===== config.mk =====
export PLATFORM = sky130hd
export DESIGN_NAME = spi_rxo_master
export DESIGN_NICKNAME = d
export VERILOG_FILES = /design/src/rtl/spi_rxo_pkg.sv /design/src/rtl/spi_rxo_fifo.sv /design/src/rtl/spi_rxo_divider.sv /design/src/rtl/spi_rxo_engine.sv /design/src/rtl/spi_rxo_master.sv
export SDC_FILE = /design/constraint.sdc
export NUM_CORES = 1
export LEC_CHECK = 0
export CAP_MARGIN = 10
export CORE_ASPECT_RATIO = 1.4
export CORE_UTILIZATION = 49
export CTS_CLUSTER_DIAMETER = 200
export CTS_CLUSTER_SIZE = 12
export DETAILED_ROUTE_END_ITERATION = 6
export HOLD_SLACK_MARGIN = 0.12
export PLACE_DENSITY = 0.73
export SLEW_MARGIN = 10
export SYNTH_ARGS = -nofsm -noshare
export SYNTH_HDL_FRONTEND = slang
export SYNTH_HIERARCHICAL = 1
export SYNTH_SLANG_ARGS = --single-unit

===== constraint.sdc =====
create_clock -name clk -period 6.67 [get_ports clk]
set_input_delay 1.334 -clock clk [delete_from_list [all_inputs] [get_ports clk]]
set_output_delay 1.334 -clock clk [all_outputs]
set_load 0.1 [all_outputs]

===== src/rtl/spi_rxo_pkg.sv =====
package spi_rxo_pkg;

  typedef enum logic [1:0] {
    ST_IDLE  = 2'd0,
    ST_DELAY = 2'd1,
    ST_RUN   = 2'd2
  } eng_state_t;

  // Core cycles per full SCLK period for a divider setting.
  function automatic int unsigned sclk_period(input int unsigned div);
    return 2 * (div + 1);
  endfunction

  // Core-cycle offset, from the entry edge, of the rising edge that samples
  // serial bit n in receive-only mode.
  function automatic int unsigned bit_rise_offset(input int unsigned start_dly,
                                                  input int unsigned div,
                                                  input int unsigned n);
    return start_dly + n * sclk_period(div);
  endfunction

endpackage


===== src/rtl/spi_rxo_fifo.sv =====
module spi_rxo_fifo #(
  parameter int WIDTH = 8,
  parameter int DEPTH = 4
) (
  input  logic             clk,
  input  logic             rst_n,
  input  logic             flush,
  input  logic             push,
  input  logic [WIDTH-1:0] din,
  input  logic             pop,
  output logic [WIDTH-1:0] dout,
  output logic             full,
  output logic             empty,
  output logic             push_ok
);
  localparam int AW = (DEPTH > 1) ? $clog2(DEPTH) : 1;
  localparam int CW = $clog2(DEPTH + 1);

  logic [WIDTH-1:0] mem [DEPTH];
  logic [AW-1:0]    wr_idx, rd_idx;
  logic [CW-1:0]    count;
  logic             pop_ok;

  assign full    = (count == CW'(DEPTH));
  assign empty   = (count == '0);
  assign pop_ok  = pop && !empty && !flush;
  // A pop in the same cycle frees the slot a push needs.
  assign push_ok = push && !flush && (!full || pop_ok);
  assign dout    = mem[rd_idx];

  function automatic logic [AW-1:0] bump(input logic [AW-1:0] idx);
    return (idx == AW'(DEPTH - 1)) ? '0 : idx + AW'(1);
  endfunction

  always_ff @(posedge clk) begin
    if (push_ok) mem[wr_idx] <= din;
  end

  always_ff @(posedge clk or negedge rst_n) begin
    if (!rst_n) begin
      wr_idx <= '0;
      rd_idx <= '0;
      count  <= '0;
    end else if (flush) begin
      wr_idx <= '0;
      rd_idx <= '0;
      count  <= '0;
    end else begin
      if (push_ok) wr_idx <= bump(wr_idx);
      if (pop_ok)  rd_idx <= bump(rd_idx);
      unique case ({push_ok, pop_ok})
        2'b10:   count <= count + CW'(1);
        2'b01:   count <= count - CW'(1);
        default: count <= count;
      endcase
    end
  end
endmodule


===== src/rtl/spi_rxo_divider.sv =====
module spi_rxo_divider #(
  parameter int DIVW = 8
) (
  input  logic            clk,
  input  logic            rst_n,
  input  logic            hold,
  input  logic [DIVW-1:0] div,
  output logic            half_done
);
  logic [DIVW-1:0] cnt;

  assign half_done = !hold && (cnt == div);

  always_ff @(posedge clk or negedge rst_n) begin
    if (!rst_n)         cnt <= '0;
    else if (hold)      cnt <= '0;
    else if (half_done) cnt <= '0;
    else                cnt <= cnt + DIVW'(1);
  end
endmodule


===== src/rtl/spi_rxo_engine.sv =====
module spi_rxo_engine
  import spi_rxo_pkg::*;
#(
  parameter int WORD_W    = 8,
  parameter int START_DLY = 6   // at least 3, so the entry flush precedes the first load
) (
  input  logic              clk,
  input  logic              rst_n,
  input  logic              en,
  input  logic              rxonly,
  input  logic              miso,
  input  logic              tx_empty,
  input  logic [WORD_W-1:0] tx_dout,
  input  logic              half_done,
  output logic              div_hold,
  output logic              tx_pop,
  output logic              rx_push,
  output logic [WORD_W-1:0] rx_word,
  output logic              sclk,
  output logic              mosi,
  output logic              busy,
  output logic              flush,
  output logic              entry,
  output logic              mode_rxo
);
  localparam int BCW = $clog2(WORD_W);
  localparam int DCW = $clog2(START_DLY + 1);

  eng_state_t        state;
  logic [DCW-1:0]    dcnt;
  logic [BCW-1:0]    bitcnt;
  logic [WORD_W-1:0] txsh, rxsh;

  logic req_rxo, start_norm, dly_load, dly_go;
  logic rise_evt, fall_evt, word_end, cont;
  logic [WORD_W-1:0] load_val;

  assign req_rxo    = en && rxonly;
  assign entry      = (state == ST_IDLE) && req_rxo;
  assign start_norm = (state == ST_IDLE) && en && !rxonly && !tx_empty;
  assign dly_load   = (state == ST_DELAY) && req_rxo && (dcnt == DCW'(1));
  assign dly_go     = (state == ST_DELAY) && req_rxo && (dcnt == '0);
  assign rise_evt   = (state == ST_RUN) && en && half_done && !sclk;
  assign fall_evt   = (state == ST_RUN) && en && half_done && sclk;
  assign word_end   = fall_evt && (bitcnt == '0);
  assign cont       = mode_rxo ? req_rxo : (en && !rxonly && !tx_empty);
  assign load_val   = tx_empty ? '0 : tx_dout;
  assign rx_word    = {rxsh[WORD_W-2:0], miso};

  assign tx_pop  = start_norm
                || (dly_load && !tx_empty)
                || (word_end && cont && !tx_empty);
  assign rx_push = rise_evt && (bitcnt == BCW'(WORD_W - 1));

  assign busy     = (state != ST_IDLE);
  assign div_hold = (state != ST_RUN);
  assign mosi     = busy ? txsh[WORD_W-1] : 1'b0;

  always_ff @(posedge clk or negedge rst_n) begin
    if (!rst_n) begin
      state    <= ST_IDLE;
      dcnt     <= '0;
      bitcnt   <= '0;
      txsh     <= '0;
      rxsh     <= '0;
      sclk     <= 1'b0;
      flush    <= 1'b0;
      mode_rxo <= 1'b0;
    end else begin
      flush <= entry;
      unique case (state)
        ST_IDLE: begin
          sclk <= 1'b0;
          if (entry) begin
            state    <= ST_DELAY;
            dcnt     <= DCW'(START_DLY - 1);
            mode_rxo <= 1'b1;
            txsh     <= '0;
            bitcnt   <= '0;
          end else if (start_norm) begin
            state    <= ST_RUN;
            mode_rxo <= 1'b0;
            txsh     <= tx_dout;
            bitcnt   <= '0;
          end
        end
        ST_DELAY: begin
          if (!req_rxo) begin
            state <= ST_IDLE;
          end else if (dly_go) begin
            state  <= ST_RUN;
            sclk   <= 1'b1;
            rxsh   <= rx_word;
            bitcnt <= BCW'(1);
          end else begin
            dcnt <= dcnt - DCW'(1);
            if (dly_load) txsh <= load_val;
          end
        end
        ST_RUN: begin
          if (!en) begin
            state <= ST_IDLE;
            sclk  <= 1'b0;
          end else if (rise_evt) begin
            sclk   <= 1'b1;
            rxsh   <= rx_word;
            bitcnt <= (bitcnt == BCW'(WORD_W - 1)) ? '0 : bitcnt + BCW'(1);
          end else if (fall_evt) begin
            sclk <= 1'b0;
            if (word_end) begin
              if (cont) txsh <= load_val;
              else      state <= ST_IDLE;
            end else begin
              txsh <= {txsh[WORD_W-2:0], 1'b0};
            end
          end
        end
        default: state <= ST_IDLE;
      endcase
    end
  end
endmodule


===== src/rtl/spi_rxo_master.sv =====
module spi_rxo_master #(
  parameter int WORD_W    = 8,
  parameter int TX_DEPTH  = 4,
  parameter int RX_DEPTH  = 4,
  parameter int DIVW      = 8,
  parameter int START_DLY = 6
) (
  input  logic              clk,
  input  logic              rst_n,
  input  logic              ctl_enable,
  input  logic              ctl_rxonly,
  input  logic              ctl_autoss,
  input  logic              ctl_ss,
  input  logic              ctl_txrst,
  input  logic              ctl_rxrst,
  input  logic [DIVW-1:0]   ctl_div,
  input  logic              tx_push,
  input  logic [WORD_W-1:0] tx_data,
  output logic              tx_full,
  output logic              tx_empty,
  input  logic              rx_pop,
  output logic [WORD_W-1:0] rx_data,
  output logic              rx_full,
  output logic              rx_empty,
  output logic              busy,
  output logic              overrun,
  output logic              spi_sclk,
  output logic              spi_mosi,
  input  logic              spi_miso,
  output logic              spi_ss_n
);
  // Internal events, named for the bound checker.
  logic              evt_entry, evt_word, evt_rx_acc, evt_mode_rxo;
  logic              eng_flush, div_hold, half_done, tx_pop, tx_acc_unused;
  logic              tx_flush, rx_flush;
  logic [WORD_W-1:0] tx_head, rx_word;

  assign tx_flush = ctl_txrst || eng_flush;
  assign rx_flush = ctl_rxrst || eng_flush;

  spi_rxo_fifo #(.WIDTH(WORD_W), .DEPTH(TX_DEPTH)) u_txq (
    .clk(clk), .rst_n(rst_n), .flush(tx_flush),
    .push(tx_push), .din(tx_data), .pop(tx_pop), .dout(tx_head),
    .full(tx_full), .empty(tx_empty), .push_ok(tx_acc_unused)
  );

  spi_rxo_fifo #(.WIDTH(WORD_W), .DEPTH(RX_DEPTH)) u_rxq (
    .clk(clk), .rst_n(rst_n), .flush(rx_flush),
    .push(evt_word), .din(rx_word), .pop(rx_pop), .dout(rx_data),
    .full(rx_full), .empty(rx_empty), .push_ok(evt_rx_acc)
  );

  spi_rxo_divider #(.DIVW(DIVW)) u_div (
    .clk(clk), .rst_n(rst_n), .hold(div_hold), .div(ctl_div),
    .half_done(half_done)
  );

  spi_rxo_engine #(.WORD_W(WORD_W), .START_DLY(START_DLY)) u_eng (
    .clk(clk), .rst_n(rst_n), .en(ctl_enable), .rxonly(ctl_rxonly),
    .miso(spi_miso), .tx_empty(tx_empty), .tx_dout(tx_head),
    .half_done(half_done), .div_hold(div_hold), .tx_pop(tx_pop),
    .rx_push(evt_word), .rx_word(rx_word), .sclk(spi_sclk),
    .mosi(spi_mosi), .busy(busy), .flush(eng_flush),
    .entry(evt_entry), .mode_rxo(evt_mode_rxo)
  );

  always_ff @(posedge clk or negedge rst_n) begin
    if (!rst_n)                         overrun <= 1'b0;
    else if (rx_flush)                  overrun <= 1'b0;
    else if (evt_word && !evt_rx_acc)   overrun <= 1'b1;
  end

  assign spi_ss_n = ctl_autoss ? !busy : !ctl_ss;
endmodule


Word level (Yosys, flattened, before mapping)
Memory sizes are Yosys's and may differ from the RTL's.
Cells that the tools add are included.
{"block": "totals", "n_memories": 2, "out_inout_bits": 17, "inputBits": 27, "reg_bits": 49, "wordCells": 207, "ram_bits": 64}
{"name": "u_rxq.mem", "depth": 4, "word_bits": 8, "rd": 1, "rd_clocked_by_memory_dff": 0, "wr": 1, "line": "spi_rxo_fifo.sv:19", "rtl": "logic [WIDTH-1:0] mem [DEPTH];"}
{"name": "u_txq.mem", "depth": 4, "word_bits": 8, "rd": 1, "rd_clocked_by_memory_dff": 0, "wr": 1, "line": "spi_rxo_fifo.sv:19"}
{"block": "op_classes", "n_mux": 74, "reduce_logical": 71, "add_sub_neg": 11, "eq_ne": 33}
{"operator": "2-to-1 mux 8 bit", "count": 13}
{"operator": "2-to-1 mux 2 bit", "count": 21}
{"operator": "2-to-1 mux 3 bit", "count": 12}
{"operator": "logical AND 1 bit", "count": 29}
{"operator": "2-to-1 mux 7 bit", "count": 4}
{"operator": "case mux 8 bit (3 select lines)", "count": 1}
{"operator": "case mux 3 bit (2 select lines)", "count": 3}
{"operator": "nonzero test 2 bit", "count": 9}
{"operator": "2-to-1 mux 1 bit", "count": 16}
{"operator": "== test 2 bit, second input constant", "count": 7}
{"operator": "case mux 7 bit (2 select lines)", "count": 1}
{"operator": "logical NOT 1 bit", "count": 12}
{"operator": "logical NOT 3 bit", "count": 4}
{"operator": "!= test 2 x 1 -> 1 bit, second input constant", "count": 6}
{"operator": "!= test 3 bit, second input constant", "count": 4}
{"operator": "AND reduction 6 bit", "count": 2}
{"operator": "adder 3 x 1 -> 3 bit, second input constant", "count": 3}
{"operator": "== test 3 bit, second input constant", "count": 3}
{"operator": "case mux 3 bit (3 select lines)", "count": 1}
{"operator": "AND reduction 9 bit", "count": 1}
{"operator": "nonzero test 3 bit", "count": 3}
{"operator": "subtractor 3 x 1 -> 3 bit, second input constant", "count": 3}
{"operator": "adder 2 x 1 -> 2 bit, second input constant", "count": 4}
{"operator": "adder 8 x 1 -> 8 bit, second input constant", "count": 1}
{"operator": "other kinds (14)", "count": 26}

Depth between registers and ports, before layout
Gate-level depths: netlist of run 1.
{"block": "logic_depth", "ltp_word": 16, "depth_mapped": 17, "depth_no_buf": 15}

Cells and area by module
The synthesis of run 1 kept the hierarchy.
{"module": "spi_rxo_fifo (u_rxq)", "n_inst": 1, "area_per_inst_um2": 1752.9, "cells_each": 107, "seq_area_each_um2": 1136.1}
{"module": "spi_rxo_fifo (u_txq)", "n_inst": 1, "area_per_inst_um2": 1686.6, "cells_each": 98, "seq_area_each_um2": 1136.1}
{"module": "spi_rxo_engine", "n_inst": 1, "area_per_inst_um2": 1625.3, "cells_each": 152, "seq_area_each_um2": 650.6}
{"module": "spi_rxo_divider", "n_inst": 1, "area_per_inst_um2": 510.5, "cells_each": 47, "seq_area_each_um2": 200.2}
{"module": "spi_rxo_master", "n_inst": 1, "area_per_inst_um2": 68.8, "cells_each": 7, "seq_area_each_um2": 25.0}

Worst setup path before layout of run 1
OpenSTA, ideal clock, no wires.
{"block": "synth_timing", "kind": "reg2reg", "from": "reg u_txq.count[0]", "to": "reg u_txq.count[1]", "t_required_ps": 6576, "synth_period_minus_slack_ps": 5189, "setup_ps": 94, "arrival_ps": 5096, "path_slack_ps": 1481, "path_buffers": 0, "stages_incl_launch_ff": 13, "cell_sequence": "dfrtp_1 -> nor3_1 -> nor4b_1 -> a31oi_1 -> a2bb2oi_1 -> nor2_1 -> o31ai_2 -> nor3_1 -> fa_1 -> o21ai_0 -> a31oi_1 -> a21oi_1 -> a211oi_1"}
{"block": "synth_via", "elab_chain_cells": 14, "elab_cells_between_ends": 23, "cone_classes": "add/sub (2); eq/ne (3); mux (3); reduce/logical (15)"}
{"element": "start, declared", "line": "spi_rxo_fifo.sv:21", "rtl": "logic [CW-1:0] count;"}
{"element": "start signal, assigned", "line": "spi_rxo_fifo.sv:52", "rtl": "2'b10: count <= count + CW'(1);"}
{"element": "start signal, assigned", "line": "spi_rxo_fifo.sv:53", "rtl": "2'b01: count <= count - CW'(1);"}
{"element": "start signal, assigned", "line": "spi_rxo_fifo.sv:54", "rtl": "default: count <= count;"}
{"element": "logical NOT 3 bit (*)", "line": "spi_rxo_fifo.sv:25", "rtl": "assign empty = (count == '0);"}
{"element": "named net tx_empty", "line": "spi_rxo_master.sv:20", "rtl": "output logic tx_empty,"}
{"element": "logical NOT 1 bit (*)"}
{"element": "logical AND 1 bit", "line": "spi_rxo_engine.sv:46", "rtl": "assign cont = mode_rxo ? req_rxo : (en && !rxonly && !tx_empty);"}
{"element": "2-to-1 mux 1 bit", "line": "spi_rxo_engine.sv:46"}
{"element": "logical AND 1 bit (2 in a row)", "line": "spi_rxo_engine.sv:52", "rtl": "|| (word_end && cont && !tx_empty);"}
{"element": "logical OR 1 bit (*)", "line": "spi_rxo_engine.sv:52"}
{"element": "named net tx_pop", "line": "spi_rxo_master.sv:34", "rtl": "logic eng_flush, div_hold, half_done, tx_pop, tx_acc_unused;"}
{"element": "logical AND 1 bit (*) (2 in a row)", "line": "spi_rxo_fifo.sv:26", "rtl": "assign pop_ok = pop && !empty && !flush;"}
{"element": "logical OR 1 bit", "line": "spi_rxo_fifo.sv:28", "rtl": "assign push_ok = push && !flush && (!full || pop_ok);"}
{"element": "logical AND 1 bit", "line": "spi_rxo_fifo.sv:28"}
{"element": "== test 2 x 1 -> 1 bit or == test 2 bit (tied branches)", "line": "spi_rxo_fifo.sv:51", "rtl": "unique case ({push_ok, pop_ok})"}
{"element": "case mux 3 bit (2 select lines)", "line": "spi_rxo_fifo.sv:51"}
{"element": "2-to-1 mux 3 bit", "line": "spi_rxo_fifo.sv:44", "rtl": "end else if (flush) begin"}
The timed path passes the listed nets; every way through them passes the cells marked *.
A chain may end at the register's enable or synchronous reset.

Worst setup path in the final report of run 1
{"block": "layout_timing", "from": "in ctl_div[3]", "to": "reg u_txq.count[1]"}
{"block": "layout_via", "elab_chain_cells": 15, "elab_cells_between_ends": 17, "cone_classes": "eq/ne (3); mux (2); reduce/logical (12)"}
{"element": "start, declared", "line": "spi_rxo_master.sv:16", "rtl": "input logic [DIVW-1:0] ctl_div,"}
{"element": "== test 8 bit (*)", "line": "spi_rxo_divider.sv:12", "rtl": "assign half_done = !hold && (cnt == div);"}
{"element": "logical AND 1 bit (*)", "line": "spi_rxo_divider.sv:12"}
{"element": "named net half_done", "line": "spi_rxo_master.sv:34"}
{"element": "logical AND 1 bit (*) (2 in a row)", "line": "spi_rxo_engine.sv:44", "rtl": "assign fall_evt = (state == ST_RUN) && en && half_done && sclk;"}
{"element": "logical AND 1 bit (*)", "line": "spi_rxo_engine.sv:45", "rtl": "assign word_end = fall_evt && (bitcnt == '0);"}
{"element": "logical AND 1 bit (*) (2 in a row)", "line": "spi_rxo_engine.sv:52"}
{"element": "logical OR 1 bit (*)", "line": "spi_rxo_engine.sv:52"}
{"element": "named net tx_pop", "line": "spi_rxo_master.sv:34"}
{"element": "logical AND 1 bit (*) (2 in a row)", "line": "spi_rxo_fifo.sv:26"}
{"element": "logical OR 1 bit", "line": "spi_rxo_fifo.sv:28"}
{"element": "logical AND 1 bit", "line": "spi_rxo_fifo.sv:28"}
{"element": "== test 2 x 1 -> 1 bit or == test 2 bit (tied branches)", "line": "spi_rxo_fifo.sv:51"}
{"element": "case mux 3 bit (2 select lines)", "line": "spi_rxo_fifo.sv:51"}
{"element": "2-to-1 mux 3 bit", "line": "spi_rxo_fifo.sv:44"}
Marks and branches as above.

==> impl_metrics.csv, run 1 <==
group,metric,value,unit
drt,wire_per_inst,16.4,um
cells_and_area,multi_input_area,0.00226,mm2
global_routing,track_usage,18.4,%
die,fp.dieW,92.7,um
sta,rsz0062_at_grt,"false",
cells_and_area,nets,505,
critical_path,worst-path-buf-inv,1,
die,core_area,0.0113,mm2
die,chipHeight,129,um
die,rows,46,
global_routing,grt_max_degree,50,
placed_design,place_area,0.00613,mm2
synthesis,syn_nets,461,
critical_path,cp.arrival,5.07,ns
cells_and_area,areaGrowthSynthToFinish,18.5,%
drt,vias_per_cell,5.67,
critical_path,path_cells,"clkdlybuf4s50_1, xor2_1, nor4_4, and3b_1, nand4b_1, or2_1, a2bb2oi_1, nor2_1, o31ai_2, nor3_1, fa_1, o21ai_0, a31oi_1, a21oi_1, a211oi_1",
sta,hold_ws,0.502,ns
drt,wl,10.0,mm
critical_path,r2r_cells,14,
critical_path,cp.required,6.94,ns
drt,drt_iter0_drc,174,
critical_path,r2r_slack,2.76,ns
placed_design,gp_congestion,0.806,
sta,worst_pin_slew,1.00,ns
global_routing,use_met2,32.8,%
global_routing,grtUsageMet1,20.7,%
min_path,min_path_cells,1,
critical_path,critPathTopFamily,"simple AND/OR/NAND/NOR gates",
die,die_area,0.0120,mm2
min_path,min_path_type,"register to register",
sta,period_share,71.9,%
sta,relSlewSlack,32.8,%
synthesis,yosys.cell_types.count,66,
clock_network,holdBufCountCts,0,
global_routing,grt_pass1_vias,3515,
clock_network,h-tree-depth,4,
critical_path,worstPathMaxFanout,9,
synthesis,synth_ff_type,"edfxtp_1",
clock_network,clk-insertion-delay-late,0.41,ns
critical_path,start_kind,"primary input",
sta,finalHoldViolations,0,
synthesis,synth_async_sr_flop_share,43.4,%
critical_path,cp-end-kind,"register",
clock_network,cts_buffer_depth,2,
critical_path,worstSetupPathType,"primary input to register",
cells_and_area,drive_above_1_share,17.9,%
sta,fin_ws,1.87,ns
global_routing,met3_usage,5.02,%
power_and_ir_drop,power_leakage,2.51,nW
synthesis,synth_warnings,6,
clock_network,cts_root_buf,"clkbuf_16",
synthesis,synth_edf_count,64,
clock_network,cts_resized,0,
clock_network,clock-sinks,113,
sta,drv_slew,0,
synthesis,ys_seq_area_share,55.8,%
critical_path,cp_num_cells,15,
sta,period_needed,4.80,ns
drt,drc,0,
sta,fin_skew,0.00657,ns
global_routing,grt_pass1_wl,16.8,mm
sta,setup_violations,0,
drt,postRouteAntennaNets,0,
clock_network,cts_buffers,17,
cells_and_area,fill_cells,892,
cells_and_area,register_area,0.00315,mm2
sta,max_freq,208,MHz
power_and_ir_drop,power_density,347,mW/mm2
synthesis,syn_inst,411,
placed_design,io_buffers,43,
critical_path,max_stage_delay,0.55,ns
global_routing,busiest_layer,"met2",
placed_design,pre_cts_ws,1.54,ns
clock_network,cts_tree,"yes",
drt,drtPass1Iterations,4,
synthesis,syn_area,0.00564,mm2
flow_run,maxCapViolations,0,
power_and_ir_drop,finalPower,2.32,mW
status,status,"finished clean",
drt,vias,3471,
synthesis,ys_ff_latch,113,
placed_design,hpwl,6.81,mm
synthesis,syn_area_per_cell,13.7,um2
global_routing,gr-total-overflow,0,
power_and_ir_drop,ir_drop,0.341,mV
cells_and_area,antenna_cells,0,
die,pin_count,44,
global_routing,antenna_found_initial,0,
die,start_util,50.0,%
sta,tns,0,ns
cells_and_area,final_cell_area,0.00669,mm2
clock_network,cts_setup_buffers,0,
critical_path,crit_path_top_delay_cell,"nor4_4",
clock_network,clk_pin_slew_worst_paths,0.05,ns
==> kinds of logic (layout without fill, tap and decap cells) <==
| logic type | Yosys count | in the layout | share of synthesized area (%) |
|---|---|---|---|
| flip-flops | 113 | 113 | 55.8 |
| AND/OR/NAND/NOR | 91 | 91 | 10.1 |
| AO/OA/AOI/OAI | 79 | 79 | 10.7 |
| buffers and inverters | 47 | 104 | 4.21 |
| multiplexers | 42 | 42 | 11.4 |
| adder cells (fa/ha/maj) | 23 | 23 | 5.36 |
| XOR/XNOR | 16 | 16 | 2.48 |
==> layer usage <==
metal  share of wire, %  vias to the layer above
met1                 41                     1732
met4                2.2                        0
met5                  0                        -
li1                   -                     1641
met2                 53                       75
met3                3.1                       23
==> per-stage QoR <==
step | util, % | std cells
final | 59.3 | 612
after global routing | 59.3 | 612
after CTS | 59.3 | 612
after detailed placement | 54.3 | 580
after global placement | 54.3 | 580
after floorplan | - | 411
==> where the power goes <==
part,switching [mW],leakage (nW),internal [mW]
registers,0.0637,1.24,0.827
clock network,0.322,0.262,0.513
logic,0.366,1.01,0.231
==> layout by cell type (no fill, tap or decap), types with 5 or more instances in the layout <==
master           count
a211oi_1             9
a21oi_1             10
a22oi_1              8
a31oi_1              5
and2_1              10
clkbuf_16           17
clkdlybuf4s50_1     42
clkinvlp_4           5
dfrtp_1             49
edfxtp_1            64
ha_1                21
inv_1               26
mux2_2              16
mux2i_1              9
mux4_2              16
nand2_1             16
nand3_1             10
nor2_1              11
nor3_1              10
o21ai_0             13
o2bb2ai_1            8
or3_1                5
xor2_1              14
==> cell usage after synthesis (all sizes together), types with 5 or more instances <==
master,number,area share (%)
a211oi,10,1.4
mux2,17,3.4
a221oi,5,0.89
o21ai,14,1.3
a31oi,5,0.55
o31ai,6,0.98
and2,10,1.1
nor2,11,0.73
o2bb2ai,8,1.2
xor2,14,2.2
a21oi,12,1.3
ha,21,4.7
nand2,17,1.3
edfxtp,64,34
dfrtp,49,22
a22oi,8,1.1
nor3,10,0.89
mux4,16,6.4
inv,26,1.7
buf,16,1.8
or3,5,0.55
nand3,10,0.89
mux2i,9,1.6
==> sequential cells by signal, indices dropped and copies added (netlist names), 7 cells and up <==
name / count
u_eng/rxsh: 7
u_eng/txsh: 8
u_rxq/mem: 32
u_txq/mem: 32
u_div/cnt: 8
==> area by class of cell <==
cell class,instances,area share [%]
Tap cell,144,2.69
Clock inverter,15,2.02
Multi-Input combinational cell,251,33.8
Inverter,27,1.52
Timing Repair Buffer,45,6.58
Sequential cell,113,47.1
Clock buffer,17,6.36
==> worst register-to-register path: stages (launching register included) <==
cell	delay (ns)
dfrtp_1	0.45
xor2_1	0.20
nor4_4	0.55
and3b_1	0.34
nand4b_1	0.18
or2_1	0.28
a2bb2oi_1	0.16
nor2_1	0.31
o31ai_2	0.20
nor3_1	0.21
fa_1	0.46
o21ai_0	0.09
a31oi_1	0.06
a21oi_1	0.21
a211oi_1	0.08
==> final timing paths <==
check / startpoint / endpoint
max in group asynchronous: rst_n / u_rxq/count[1]
worst max register to register: u_div/cnt[3] / u_txq/count[1]
worst max-delay path: ctl_div[3] / u_txq/count[1]
worst min-delay path: u_eng/txsh[4] / u_eng/txsh[4]
min in group asynchronous: rst_n / u_eng/txsh[3]
worst min register to register: u_eng/txsh[4] / u_eng/txsh[4]
Power figures use the tool's default switching activity.
==> inputs of run 2 (changes only) <==
PLACE_DENSITY = 0.76   (was 0.73)
clock period = 3.85 ns   (was 6.67 ns; I/O delays follow)
==> run 2 against run 1 <==
  * Via count grew 1.8%
  * Sequential power up 73%
  * Worst setup slack got worse by 1.7 ns
  * Die area did not move
  * Non-clock buffer count up 21
  * Final cell count increased by 3.4%
  * Cell area increased by 3.9%
  * Utilization grew 2.3 points
  * Critical endpoint unchanged
  * Flip-flop and latch count unchanged
==> impl_metrics.csv, run 2 (synthesis gave the netlist of run 1 again) <==
group,metric,value,unit
clock_network,cts_buffer_depth,2,
drt,drc,0,
sta,hold_ws,0.344,ns
cells_and_area,final_cell_mix,"edfxtp_1, dfrtp_1, buf_4, clkdlybuf4s50_1, inv_1",
critical_path,r2r-end,"u_txq/count[1]",
power_and_ir_drop,power_leakage,2.68,nW
critical_path,cp-startpoint,"ctl_div[3]",
placed_design,hpwl,7.48,mm
global_routing,antenna_found_initial,0,
cells_and_area,top_regs,"u_rxq/mem x32, u_txq/mem x32",
cells_and_area,final_cell_area,0.00695,mm2
drt,wire_per_inst,17.0,um
placed_design,io_buffers,43,
die,rows,46,
cells_and_area,finalCoreUtilization,61.6,%
cells_and_area,areaGrowthSynthToFinish,23.1,%
sta,period_needed,3.70,ns
power_and_ir_drop,finalPower,4.13,mW
sta,finalHoldViolations,0,
die,start_util,50.0,%
critical_path,rr_startpoint,"u_eng/state[0]",
power_and_ir_drop,ir_drop,0.412,mV
drt,vias_per_cell,5.58,
placed_design,dp.cells,601,
clock_network,cts_tree,"yes",
drt,postRouteAntennaNets,0,
placed_design,place_area,0.00636,mm2
drt,vias,3534,
drt,drtPass1Iterations,4,
critical_path,r2r_slack,0.41,ns
global_routing,track_usage,20.1,%
die,fp.dieW,92.7,um
sta,max_freq,271,MHz
power_and_ir_drop,power_density,594,mW/mm2
drt,drt_iter0_drc,240,
cells_and_area,fill_cells,889,
sta,fin_ws,0.153,ns
clock_network,cts_root_buf,"clkbuf_16",
sta,relSlewSlack,32.6,%
critical_path,cp.arrival,3.97,ns
sta,tns,0,ns
critical_path,r2r_cells,15,
min_path,min_path_type,"primary input to async pin",
critical_path,cp.required,4.13,ns
clock_network,clock-sinks,113,
global_routing,gr-total-overflow,0,
cells_and_area,nets,526,
cells_and_area,multi_input_area,0.00228,mm2
cells_and_area,layout_commonest_cell,"edfxtp_1",
critical_path,endpoint,"u_txq/count[1]",
critical_path,worstPathMaxFanout,2,
placed_design,pre_cts_ws,-0.201,ns
drt,wl,10.8,mm
clock_network,clk_pin_slew_worst_paths,0.06,ns
cells_and_area,instances_no_fill,633,
critical_path,start_kind,"primary input",
clock_network,clk-insertion-delay-late,0.41,ns
die,die_area,0.0120,mm2
die,core_area,0.0113,mm2
clock_network,h-tree-depth,4,
placed_design,gp_congestion,0.842,
critical_path,cp-end-kind,"register",
sta,drv_slew,0,
cells_and_area,register_area,0.00315,mm2
cells_and_area,antenna_cells,0,
clock_network,holdBufCountCts,0,
sta,worst_pin_slew,1.01,ns
global_routing,grt_pass1_vias,3721,
critical_path,worstSetupPathType,"primary input to register",
status,status,"finished clean",
sta,setup_violations,0,
cells_and_area,drive_above_1_share,24.9,%
die,pin_count,44,
global_routing,grt_pass1_wl,18.0,mm
global_routing,grt_max_degree,28,
sta,rsz0062_at_grt,"false",
sta,period_share,96.0,%
clock_network,cts_buffers,17,
sta,fin_skew,0.0127,ns
die,chipHeight,129,um
flow_run,maxCapViolations,0,
## run 2: cell types whose count changed in the layout (fill, tap and decap cells not counted), moves of 2 or more
cell | before | now
buf_12 | 0 | 8
buf_4 | 2 | 30
clkdlybuf4s50_1 | 42 | 27
clkinvlp_4 | 5 | 3
inv_6 | 3 | 5
nor3_1 | 10 | 8
## run 2: worst min-delay path by stage
stage	cells past startpoint	start	to
floorplan	0	rst_n	overrun
finish	1	rst_n	u_eng/bitcnt[1]
CTS	1	rst_n	u_eng/bitcnt[2]
global route	1	rst_n	u_eng/bitcnt[1]
global placement	1	u_eng/txsh[7]	u_eng/txsh[7]
detailed placement	1	u_eng/txsh[7]	u_eng/txsh[7]
## run 2: what timing repair did
item / CTS / global route
gates resized for setup: 0 / 2
buffers inserted: 0 / 0
endpoints found under the setup margin: 0 / 1
## run 2: critical path, stage by stage
cell and delay (ns):
clkdlybuf4s50_1 0.43, xor2_1 0.19, nor4_4 0.30, and3b_1 0.27, nand4b_1 0.15, or2_1 0.27, a2bb2oi_1 0.16, nor2_2 0.16
o31ai_2 0.11, nor3_2 0.18, fa_1 0.49, o21ai_0 0.14, a31oi_1 0.09, a21oi_1 0.17, a211oi_1 0.08
## run 2: metal layers
layer	track usage, %	wire [um]	vias to the layer above
met4	9.05	104	0
li1	-	-	1684
met3	4.20	335	12
met5	0	0	-
met2	38.7	6230	83
met1	20.4	4110	1755
## run 2: final cells by class
| cell class | count | area share [%] |
|---|---|---|
| Sequential cell | 113 | 45.3 |
| Multi-Input combinational cell | 251 | 32.8 |
| Timing Repair Buffer | 66 | 9.50 |
| Clock buffer | 17 | 6.12 |
| Tap cell | 144 | 2.59 |
| Clock inverter | 15 | 2.27 |
| Inverter | 27 | 1.46 |
## run 2: report_power, final
part | internal, mW | switching (mW)
combinational | 0.419 | 0.648
sequential | 1.43 | 0.111
clock | 0.957 | 0.560
